[config.mk]
export PLATFORM = sky130hd
export DESIGN_NAME = da_dot_product
export DESIGN_NICKNAME = d
export VERILOG_FILES = /design/src/rtl/da_pkg.sv /design/src/rtl/da_subset_table.sv /design/src/rtl/da_shift_bank.sv /design/src/rtl/da_weight_acc.sv /design/src/rtl/da_dot_product.sv
export SDC_FILE = /design/constraint.sdc
export NUM_CORES = 1
export LEC_CHECK = 0
export BUFFER_PORTS_ARGS = -buffer_cell sky130_fd_sc_hd__buf_2
export CORE_ASPECT_RATIO = 1.25
export CORE_MARGIN = 2
export CORE_UTILIZATION = 50
export CTS_CLUSTER_DIAMETER = 80
export DETAILED_ROUTE_END_ITERATION = 10
export PLACE_DENSITY = 0.66
export SETUP_SLACK_MARGIN = 0.02
export SKIP_CTS_REPAIR_TIMING = 1
export SLEW_MARGIN = 20
export SYNTH_ARGS = -nofsm -noshare
export SYNTH_HDL_FRONTEND = slang
export SYNTH_HIERARCHICAL = 1
export SYNTH_SLANG_ARGS = --single-unit
[constraint.sdc]
create_clock -name clk -period 9.7 [get_ports clk]
set_input_delay 0.97 -clock clk [delete_from_list [all_inputs] [get_ports clk]]
set_output_delay 0.97 -clock clk [all_outputs]
set_load 0.01 [all_outputs]
[src/rtl/da_pkg.sv]
package da_pkg;

  // number of clocks one computation takes
  function automatic int unsigned digit_count(int unsigned n, int unsigned b);
    return n / b;
  endfunction

  // counter width for a step count, never below one bit
  function automatic int unsigned cnt_width(int unsigned steps);
    return (steps > 1) ? $clog2(steps) : 1;
  endfunction

  // true when bit position pos carries the negative weight
  function automatic bit is_sign_pos(int unsigned pos, int unsigned n, bit sgn);
    return sgn && (pos == n - 1);
  endfunction

endpackage

[src/rtl/da_subset_table.sv]
module da_subset_table #(
  parameter int unsigned K = 4,
  parameter int unsigned CW = 8,
  parameter int unsigned TW = 11,
  parameter logic [K*CW-1:0] COEFS = '0
) (
  input  logic [K-1:0]          addr,
  output logic signed [TW-1:0]  sum
);
  localparam int unsigned ENTRIES = 2 ** K;

  // sum of the coefficients whose index bit is set in a
  function automatic logic signed [TW-1:0] subset_sum(int unsigned a);
    logic signed [TW-1:0] acc;
    logic signed [CW-1:0] c;
    logic signed [TW-1:0] ce;
    acc = '0;
    for (int j = 0; j < K; j++) begin
      if (a[j]) begin
        c   = COEFS[j*CW +: CW];
        ce  = c;
        acc = acc + ce;
      end
    end
    return acc;
  endfunction

  logic signed [TW-1:0] rom [ENTRIES];

  generate
    for (genvar a = 0; a < ENTRIES; a++) begin : g_rom
      assign rom[a] = subset_sum(a);
    end
  endgenerate

  assign sum = rom[addr];
endmodule

[src/rtl/da_shift_bank.sv]
module da_shift_bank #(
  parameter int unsigned K = 4,
  parameter int unsigned N = 8,
  parameter int unsigned B = 2
) (
  input  logic           clk,
  input  logic           rst_n,
  input  logic           load,
  input  logic           shift_en,
  input  logic [K*N-1:0] din,
  output logic [B*K-1:0] slices
);
  generate
    for (genvar k = 0; k < K; k++) begin : g_word
      logic [N-1:0] sr;
      always_ff @(posedge clk or negedge rst_n) begin
        if (!rst_n)        sr <= '0;
        else if (load)     sr <= din[k*N +: N];
        else if (shift_en) sr <= sr >> B;
      end
      // slice b of the table bus holds bit b of every word
      for (genvar b = 0; b < B; b++) begin : g_bit
        assign slices[b*K + k] = sr[b];
      end
    end
  endgenerate
endmodule

[src/rtl/da_weight_acc.sv]
module da_weight_acc
  import da_pkg::*;
#(
  parameter int unsigned N = 8,
  parameter int unsigned B = 2,
  parameter int unsigned TW = 11,
  parameter int unsigned RW = 19,
  parameter bit SIGNED_DATA = 1'b1
) (
  input  logic                 clk,
  input  logic                 rst_n,
  input  logic                 load,
  input  logic [B*TW-1:0]      tbl_bus,
  output logic                 busy,
  output logic signed [RW-1:0] result,
  output logic                 done
);
  localparam int unsigned STEPS = digit_count(N, B);
  localparam int unsigned CNTW  = cnt_width(STEPS);

  logic [CNTW-1:0]      cnt;
  logic signed [RW-1:0] acc;
  logic signed [RW-1:0] acc_next;
  logic signed [RW-1:0] digit_sum;
  logic signed [TW-1:0] t_sel;
  logic signed [RW-1:0] term;
  logic                 step_fire;
  logic                 last_step;

  assign step_fire = busy && !load;
  assign last_step = step_fire && (cnt == CNTW'(STEPS - 1));

  // weigh the B lookups of this digit, then place the digit
  always_comb begin
    digit_sum = '0;
    t_sel     = '0;
    term      = '0;
    for (int b = 0; b < B; b++) begin
      t_sel = tbl_bus[b*TW +: TW];
      term  = t_sel;
      term  = term <<< b;
      if (is_sign_pos(int'(cnt) * B + b, N, SIGNED_DATA))
        digit_sum = digit_sum - term;
      else
        digit_sum = digit_sum + term;
    end
    acc_next = acc + (digit_sum <<< (int'(cnt) * B));
  end

  always_ff @(posedge clk or negedge rst_n) begin
    if (!rst_n) begin
      busy   <= 1'b0;
      cnt    <= '0;
      acc    <= '0;
      result <= '0;
      done   <= 1'b0;
    end else begin
      done <= 1'b0;
      if (load) begin
        busy <= 1'b1;
        cnt  <= '0;
        acc  <= '0;
      end else if (step_fire) begin
        acc <= acc_next;
        cnt <= cnt + 1'b1;
        if (last_step) begin
          busy   <= 1'b0;
          result <= acc_next;
          done   <= 1'b1;
        end
      end
    end
  end
endmodule

[src/rtl/da_dot_product.sv]
module da_dot_product #(
  parameter int unsigned K = 4,
  parameter int unsigned N = 8,
  parameter int unsigned B = 2,
  parameter int unsigned CW = 8,
  parameter bit SIGNED_DATA = 1'b1,
  parameter logic [K*CW-1:0] COEFS = {8'h80, 8'h64, 8'hF9, 8'h0D},
  localparam int unsigned TW = CW + $clog2(K) + 1,
  localparam int unsigned RW = N + CW + $clog2(K) + 1
) (
  input  logic                 clk,
  input  logic                 rst_n,
  input  logic                 load,
  input  logic [K*N-1:0]       din,
  output logic signed [RW-1:0] result,
  output logic                 done
);
  logic                 busy;
  logic [B*K-1:0]       slices;
  logic [B*TW-1:0]      tbl_bus;
  logic [K-1:0]         tbl_addr0;
  logic signed [TW-1:0] tbl_out0;

  da_shift_bank #(.K(K), .N(N), .B(B)) u_bank (
    .clk(clk), .rst_n(rst_n), .load(load), .shift_en(busy),
    .din(din), .slices(slices)
  );

  generate
    for (genvar b = 0; b < B; b++) begin : g_tbl
      logic signed [TW-1:0] t_out;
      da_subset_table #(.K(K), .CW(CW), .TW(TW), .COEFS(COEFS)) u_tbl (
        .addr(slices[b*K +: K]), .sum(t_out)
      );
      assign tbl_bus[b*TW +: TW] = t_out;
    end
  endgenerate

  assign tbl_addr0 = slices[K-1:0];
  assign tbl_out0  = tbl_bus[TW-1:0];

  da_weight_acc #(
    .N(N), .B(B), .TW(TW), .RW(RW), .SIGNED_DATA(SIGNED_DATA)
  ) u_acc (
    .clk(clk), .rst_n(rst_n), .load(load), .tbl_bus(tbl_bus),
    .busy(busy), .result(result), .done(done)
  );
endmodule

# [Word level (Yosys, flattened, before mapping)]
# Memories as Yosys holds them, arrays and structs flattened.
# Cells that the tools add are included.
[classes] n_addsub=5 n_mul=0 div_mod_pow=0 order_cmp=2 n_eq_ne=2 shifts=1 mux=23 n_bitwise=3 reduce_logical=8
[ops] cell="$mux W8" count=8
[ops] cell="$mux W19" count=3
[ops] cell="$mux W11" count=4
[ops] cell="$eq A32 B3 Y1 const B" count=1
[ops] cell="$add A19 B19 Y19" count=1
[ops] cell="$sshl A19 B3 Y19" count=1
[ops] cell="$add A11 B12 Y13" count=1
[ops] cell="$sub A11 B12 Y13" count=1
[ops] cell="$ge A5 B5 Y1 const B" count=2
[ops] cell="$not A4 Y5" count=2
[ops] cell="$mux W1" count=6
[ops] cell="$reduce_bool A2 Y1" count=3
[ops] cell="$add A3 B1 Y4 const B" count=1
[ops] cell="$mux W2" count=2
[ops] cell="$reduce_and A3 Y1" count=1
[ops] cell="$add A2 B1 Y2 const B" count=1
[ops] cell="$eq A2 B2 Y1 const B" count=1
[ops] cell="$logic_and A1 B1 Y1" count=2
[ops] cell="$reduce_and A2 Y1" count=1
[ops] cell="$logic_not A1 Y1" count=1
[ops] cell="$not A1 Y1" count=1
[totals] ff_bits=74 latch_bits=0 mem_bits_rw=0 rom_bits=352 in_bits=35 output_inout_bits=20 word_cells=55 memories=2
[mem_list] name="(no name shown)" words=16 width=11 read_ports=1 rd_ports_with_merged_regs=0 write_ports=0 line_no="da_subset_table.sv:36" rtl="assign sum = rom[addr];"
[mem_list] name="(no name shown)" words=16 width=11 read_ports=1 rd_ports_with_merged_regs=0 write_ports=0 line_no="da_subset_table.sv:36"

# [Logic depth before layout (Yosys ltp)]
[logic_depth] depth_word=10 mapped_depth=25

# [Cells and area by module]
# Netlist, hierarchy kept.
[by_module_without_submodules] mod="da_weight_acc" instances=1 cells_per_inst=412 area_per_inst_um2=3676.0 seq_area_each_um2=1051.0
[by_module_without_submodules] mod="da_shift_bank" instances=1 cells_per_inst=146 area_per_inst_um2=1556.5 seq_area_each_um2=800.8
[by_module_without_submodules] mod="da_subset_table" instances=2 cells_per_inst=23 area_per_inst_um2=157.7 seq_area_each_um2=0.0

# [Least setup slack after synthesis]
# Ideal clock, no wire load.
[synth_path] kind="flip-flop to flip-flop" startpoint="reg u_bank.g_word[0].sr[1]" endpoint="reg u_acc.acc[18]" setup_ns=0.128 arrival_ns=5.089 required_time_ns=9.572 path_slack_ns=4.484 path_stages_with_launch=23 n_path_buf=2 period_less_slack_ns=5.216 path_cell_list="dfrtp_1 buf_4 inv_1 ha_1 mux2_1 nor4_4 a31oi_1 xnor2_1 ha_1 clkbuf_1 nand4_1 a21o_1 a31oi_1 or3b_4 nand2_2 mux4_2 ha_1 o21a_1 o22ai_2 o21ai_4 a311oi_4 mux2i_1 mux2_1"
[synth_between] elab_chain_cells=10 elab_cells_between_ends=11
[synth_lines] element="start: declaration" line_no="da_shift_bank.sv:15" rtl="logic [N-1:0] sr;"
[synth_lines] element="start signal: assignment" line_no="da_shift_bank.sv:18" rtl="else if (load) sr <= din[k*N +: N];"
[synth_lines] element="start signal: assignment" line_no="da_shift_bank.sv:19" rtl="else if (shift_en) sr <= sr >> B;"
[synth_lines] element="$not A4 Y5 (implied by the code) *" line_no="da_subset_table.sv:36"
[synth_lines] element="$mem_v2 Z16 W11 *"
[synth_lines] element="$mux W11 (implied by the code) * (2 in a row)" line_no="da_subset_table.sv:36"
[synth_lines] element="named net g_tbl[1].t_out[3]" line_no="da_dot_product.sv:31" rtl="logic signed [TW-1:0] t_out;"
[synth_lines] element="$add A11 B12 Y13 or $sub A11 B12 Y13 (tied branches)" line_no="da_weight_acc.sv:45, da_weight_acc.sv:43"
[synth_lines] element="$mux W19 *" line_no="da_weight_acc.sv:42" rtl="if (is_sign_pos(int'(cnt) * B + b, N, SIGNED_DATA))"
[synth_lines] element="$sshl A19 B3 Y19 *" line_no="da_weight_acc.sv:47" rtl="acc_next = acc + (digit_sum <<< (int'(cnt) * B));"
[synth_lines] element="$add A19 B19 Y19 *" line_no="da_weight_acc.sv:47"
[synth_lines] element="$mux W19 *" line_no="da_weight_acc.sv:63" rtl="end else if (step_fire) begin"
[synth_lines] element="$mux W19 *" line_no="da_weight_acc.sv:59" rtl="if (load) begin"
[synth_lines] element="end signal: assignment" line_no="da_weight_acc.sv:64" rtl="acc <= acc_next;"
[synth_lines] element="end: declaration" line_no="da_weight_acc.sv:22" rtl="logic signed [RW-1:0] acc;"
# The timed path passes the listed nets; every way through them passes the cells marked *. The select of a mux whose other input is x is not followed.
# A chain may end at the register's enable or synchronous reset.

# [Final worst setup path]
[layout_path] startpoint="reg u_acc.cnt[1]" endpoint="reg u_acc.acc[18]"
[layout_between] elab_chain_cells=7
[layout_lines] element="start: declaration" line_no="da_weight_acc.sv:21" rtl="logic [CNTW-1:0] cnt;"
[layout_lines] element="start signal: assignment" line_no="da_weight_acc.sv:65" rtl="cnt <= cnt + 1'b1;"
[layout_lines] element="$add A3 B1 Y4" line_no="da_weight_acc.sv:42"
[layout_lines] element="$eq A32 B3 Y1" line_no="da_pkg.sv:15" rtl="return sgn && (pos == n - 1);"
[layout_lines] element="$mux W19" line_no="da_weight_acc.sv:42"
[layout_lines] element="$sshl A19 B3 Y19 *" line_no="da_weight_acc.sv:47"
[layout_lines] element="$add A19 B19 Y19 *" line_no="da_weight_acc.sv:47"
[layout_lines] element="$mux W19 *" line_no="da_weight_acc.sv:63"
[layout_lines] element="$mux W19 *" line_no="da_weight_acc.sv:59"
# Every way passes the cells marked *; elsewhere a longest branch is shown, timed or not. The select of a mux whose other input is x is not followed.

==> impl_metrics.csv <==
group,metric,value,unit
status,outcome,"complete, no violations",
power_and_ir_drop,ir_worst_vdd,0.141,mV
drt,drtPass1Iterations,4,
die,dieArea,12000,um^2
clock_tree,cts_buffers,9,
setup_path,arrival,5.97,ns
place,dp_hpwl,8.28,mm
sta,fin_crit_sh,59.3,%
die,fp.dieW,98.2,um
setup_path,startpoint,"u_acc/cnt[1]$_DFFE_PN0P_",
setup_path,rr_worst_depth,19,
sta,slew_violations,0,
clock_tree,clockRootBuffer,"clkbuf_16",
clock_tree,clock_latency,0.34,ns
sta,fin_worst_skew,0.00765,ns
finish,antenna_cells,0,
drt,postRouteAntennaNets,0,
yosys,yosysMostFrequentCell,"nand2_1",
die,ioPinCount,55,
clock_tree,clk_pin_slew_worst_paths,0.06,ns
sta,post-route-min-period,5.75,ns
global_route,grt_pass1_vias,4258,
setup_path,crit_path_start_kind,"register",
sta,worstMarginPinSlew,0.930,ns
yosys,synth-edff-count,0,
worst_hold_path,holdCritPathClass,"reg -> reg",
drt,routedWlPerCell,14.7,um
yosys,ys_top_cells_by_count,"nand2_1, dfrtp_1, ha_1, mux2i_1, nor2_1",
global_route,track_usage,20.3,%
sta,rsz0062_at_grt,"false",
yosys,ys_ff_latch,74,
global_route,overflow,0,
sta,final_hold_viol_count,0,
yosys,synthesis.area,5550,um^2
clock_tree,cts_buffer_depth,2,
drt,vias,4246,
yosys,yosys_warnings,6,
sta,setup_viol,0,
place,dp.cells,753,
finish,drive_gt1_share,16.6,%
setup_path,crit_required,9.92,ns
drt,via_per_inst,5.52,
yosys,avgSynthCellArea,9.19,um^2
global_route,grt_pass1_wl,19.8,mm
clock_tree,cts_tree,"built",
yosys,ys_types,71,
power_and_ir_drop,leakage,0.00310,uW
yosys,synth.top_cell.area_share,33.4,%
yosys,seq_area_frac_synth,33.4,%
yosys,synthTopCellsByArea,"dfrtp_1, ha_1, mux2i_1",
setup_path,r2r_slack,3.95,ns
die,core_area,11000,um^2
yosys,synth_top_flop_cell,"dfrtp_1",
finish,final_cells,769,
place,portBuffers,54,
clock_tree,clock-sinks,74,
setup_path,end_kind,"register",
drt,wl,11.3,mm
yosys,synthesis.instances,604,
finish,nets,706,
die,die_y,122,um
die,start_util,50.5,%
drt,drt_iter0_markers,120,
yosys,syn-num-nets,681,
yosys,async_flop_share,100,%
sta,slew_headroom,38.0,%
setup_path,reg2reg_from,"u_acc/cnt[1]$_DFFE_PN0P_",
setup_path,critPathKind,"reg -> reg",
clock_tree,h-tree-depth,3,
setup_path,crit_end,"u_acc/acc[18]$_DFFE_PN0P_",
global_route,antenna_found_initial,0,
place,routabilityCongestion,0.904,
yosys,synth_top_cell_by_area,"dfrtp_1",
sta,fmax,174,MHz
finish,area_growth,8.68,%
sta,tns,0,ns
job,drv_cap,0,
global_route,grt_max_degree,87,
die,num_rows,43,
setup_path,r2r-end,"u_acc/acc[18]$_DFFE_PN0P_",
setup_path,critical_path_peak_fanout,24,
drt,drc_errors,0,
power_and_ir_drop,power_density,350,nW/um^2
## cell type report
class	count	area, um^2
flip-flops and latches	74	1850
multi-input cells	460	3310
inverters	27	101
repair buffers	57	295
well taps	135	169
fillers	1019	4950
clock inverters	5	62.6
clock buffers	11	243
## worst max-delay path, cell delays in order, from the launching register on
cell,delay [ns]
dfrtp_1,0.82
ha_1,0.63
mux2_2,0.42
inv_1,0.07
ha_1,0.12
nor2b_1,0.17
o2111ai_1,0.22
a32oi_1,0.56
nand2_1,0.12
a32oi_1,0.21
o221ai_1,0.22
mux2i_1,0.26
ha_1,0.35
nand2_1,0.08
o21ai_0,0.14
o22ai_2,0.19
o21ai_4,0.11
a311oi_4,0.34
mux2i_1,0.24
mux2_1,0.35
## cells by family after synthesis
kind of cell / synth area share, %
and+or+nand+nor: 15.5
buffers and inverters: 7.04
xor gates and xnor gates: 5.64
adders and majority gates: 9.74
AOI/OAI and AO/OA: 17.4
muxes: 11.3
DFF: 33.4
## registers in the layout (all words and copies together), names as in the netlist
register,cells
u_acc/acc,19
u_acc/busy,1
u_acc/cnt,2
u_acc/done,1
u_acc/result,19
u_bank/g_word.sr,32
## worst min-delay path by stage
stage	from	cells past startpoint	slack, ns	to
CTS	u_acc/result[3]$_DFFE_PN0P_	2	0.47	u_acc/result[3]$_DFFE_PN0P_
finish	u_acc/result[13]$_DFFE_PN0P_	2	0.47	u_acc/result[13]$_DFFE_PN0P_
detailed placement	u_acc/result[3]$_DFFE_PN0P_	2	0.46	u_acc/result[3]$_DFFE_PN0P_
global route	u_acc/result[17]$_DFFE_PN0P_	2	0.50	u_acc/result[17]$_DFFE_PN0P_
global placement	u_acc/result[6]$_DFFE_PN0P_	2	0.45	u_acc/result[6]$_DFFE_PN0P_
floorplan	u_acc/acc[12]$_DFFE_PN0P_	2	0.46	u_acc/acc[12]$_DFFE_PN0P_
## cell usage in the layout, fill, tap and decap left out, types with 10 or more instances in the layout
master / instances
a21o_1: 14
a21oi_1: 24
a31oi_1: 13
buf_2: 53
dfrtp_1: 73
ha_1: 40
inv_1: 25
mux2i_1: 40
nand2_1: 90
nand2b_1: 10
nor2_1: 36
o21ai_0: 28
o21ai_1: 31
xnor2_1: 24
## metal layers
layer | GRT usage, % | wire length, um
met1 | 25.0 | 4990
met2 | 35.5 | 5690
met3 | 3.61 | 395
met4 | 7.96 | 245
met5 | 0 | 0
## per-stage QoR
step | total power [uW] | hold slack, ns | util (%) | setup slack, ns | cell area (um^2)
global placement | 1740 | 0.455 | 52.2 | 4.25 | 5720
CTS | 2120 | 0.473 | 54.9 | 4.05 | 6030
detailed placement | 1770 | 0.457 | 52.2 | 4.08 | 5720
global route | 2300 | 0.497 | 54.9 | 3.63 | 6030
finish | 2110 | 0.469 | 54.9 | 3.95 | 6030
floorplan | 1510 | 0.456 | - | 4.48 | 5550
## power breakdown
part	internal [uW]	leakage [uW]	switching, uW
Combinational	580	0.00202	728
Clock	208	0.000142	137
Sequential	395	0.000933	60.3
No activity file was read; power rests on OpenSTA's default activity.
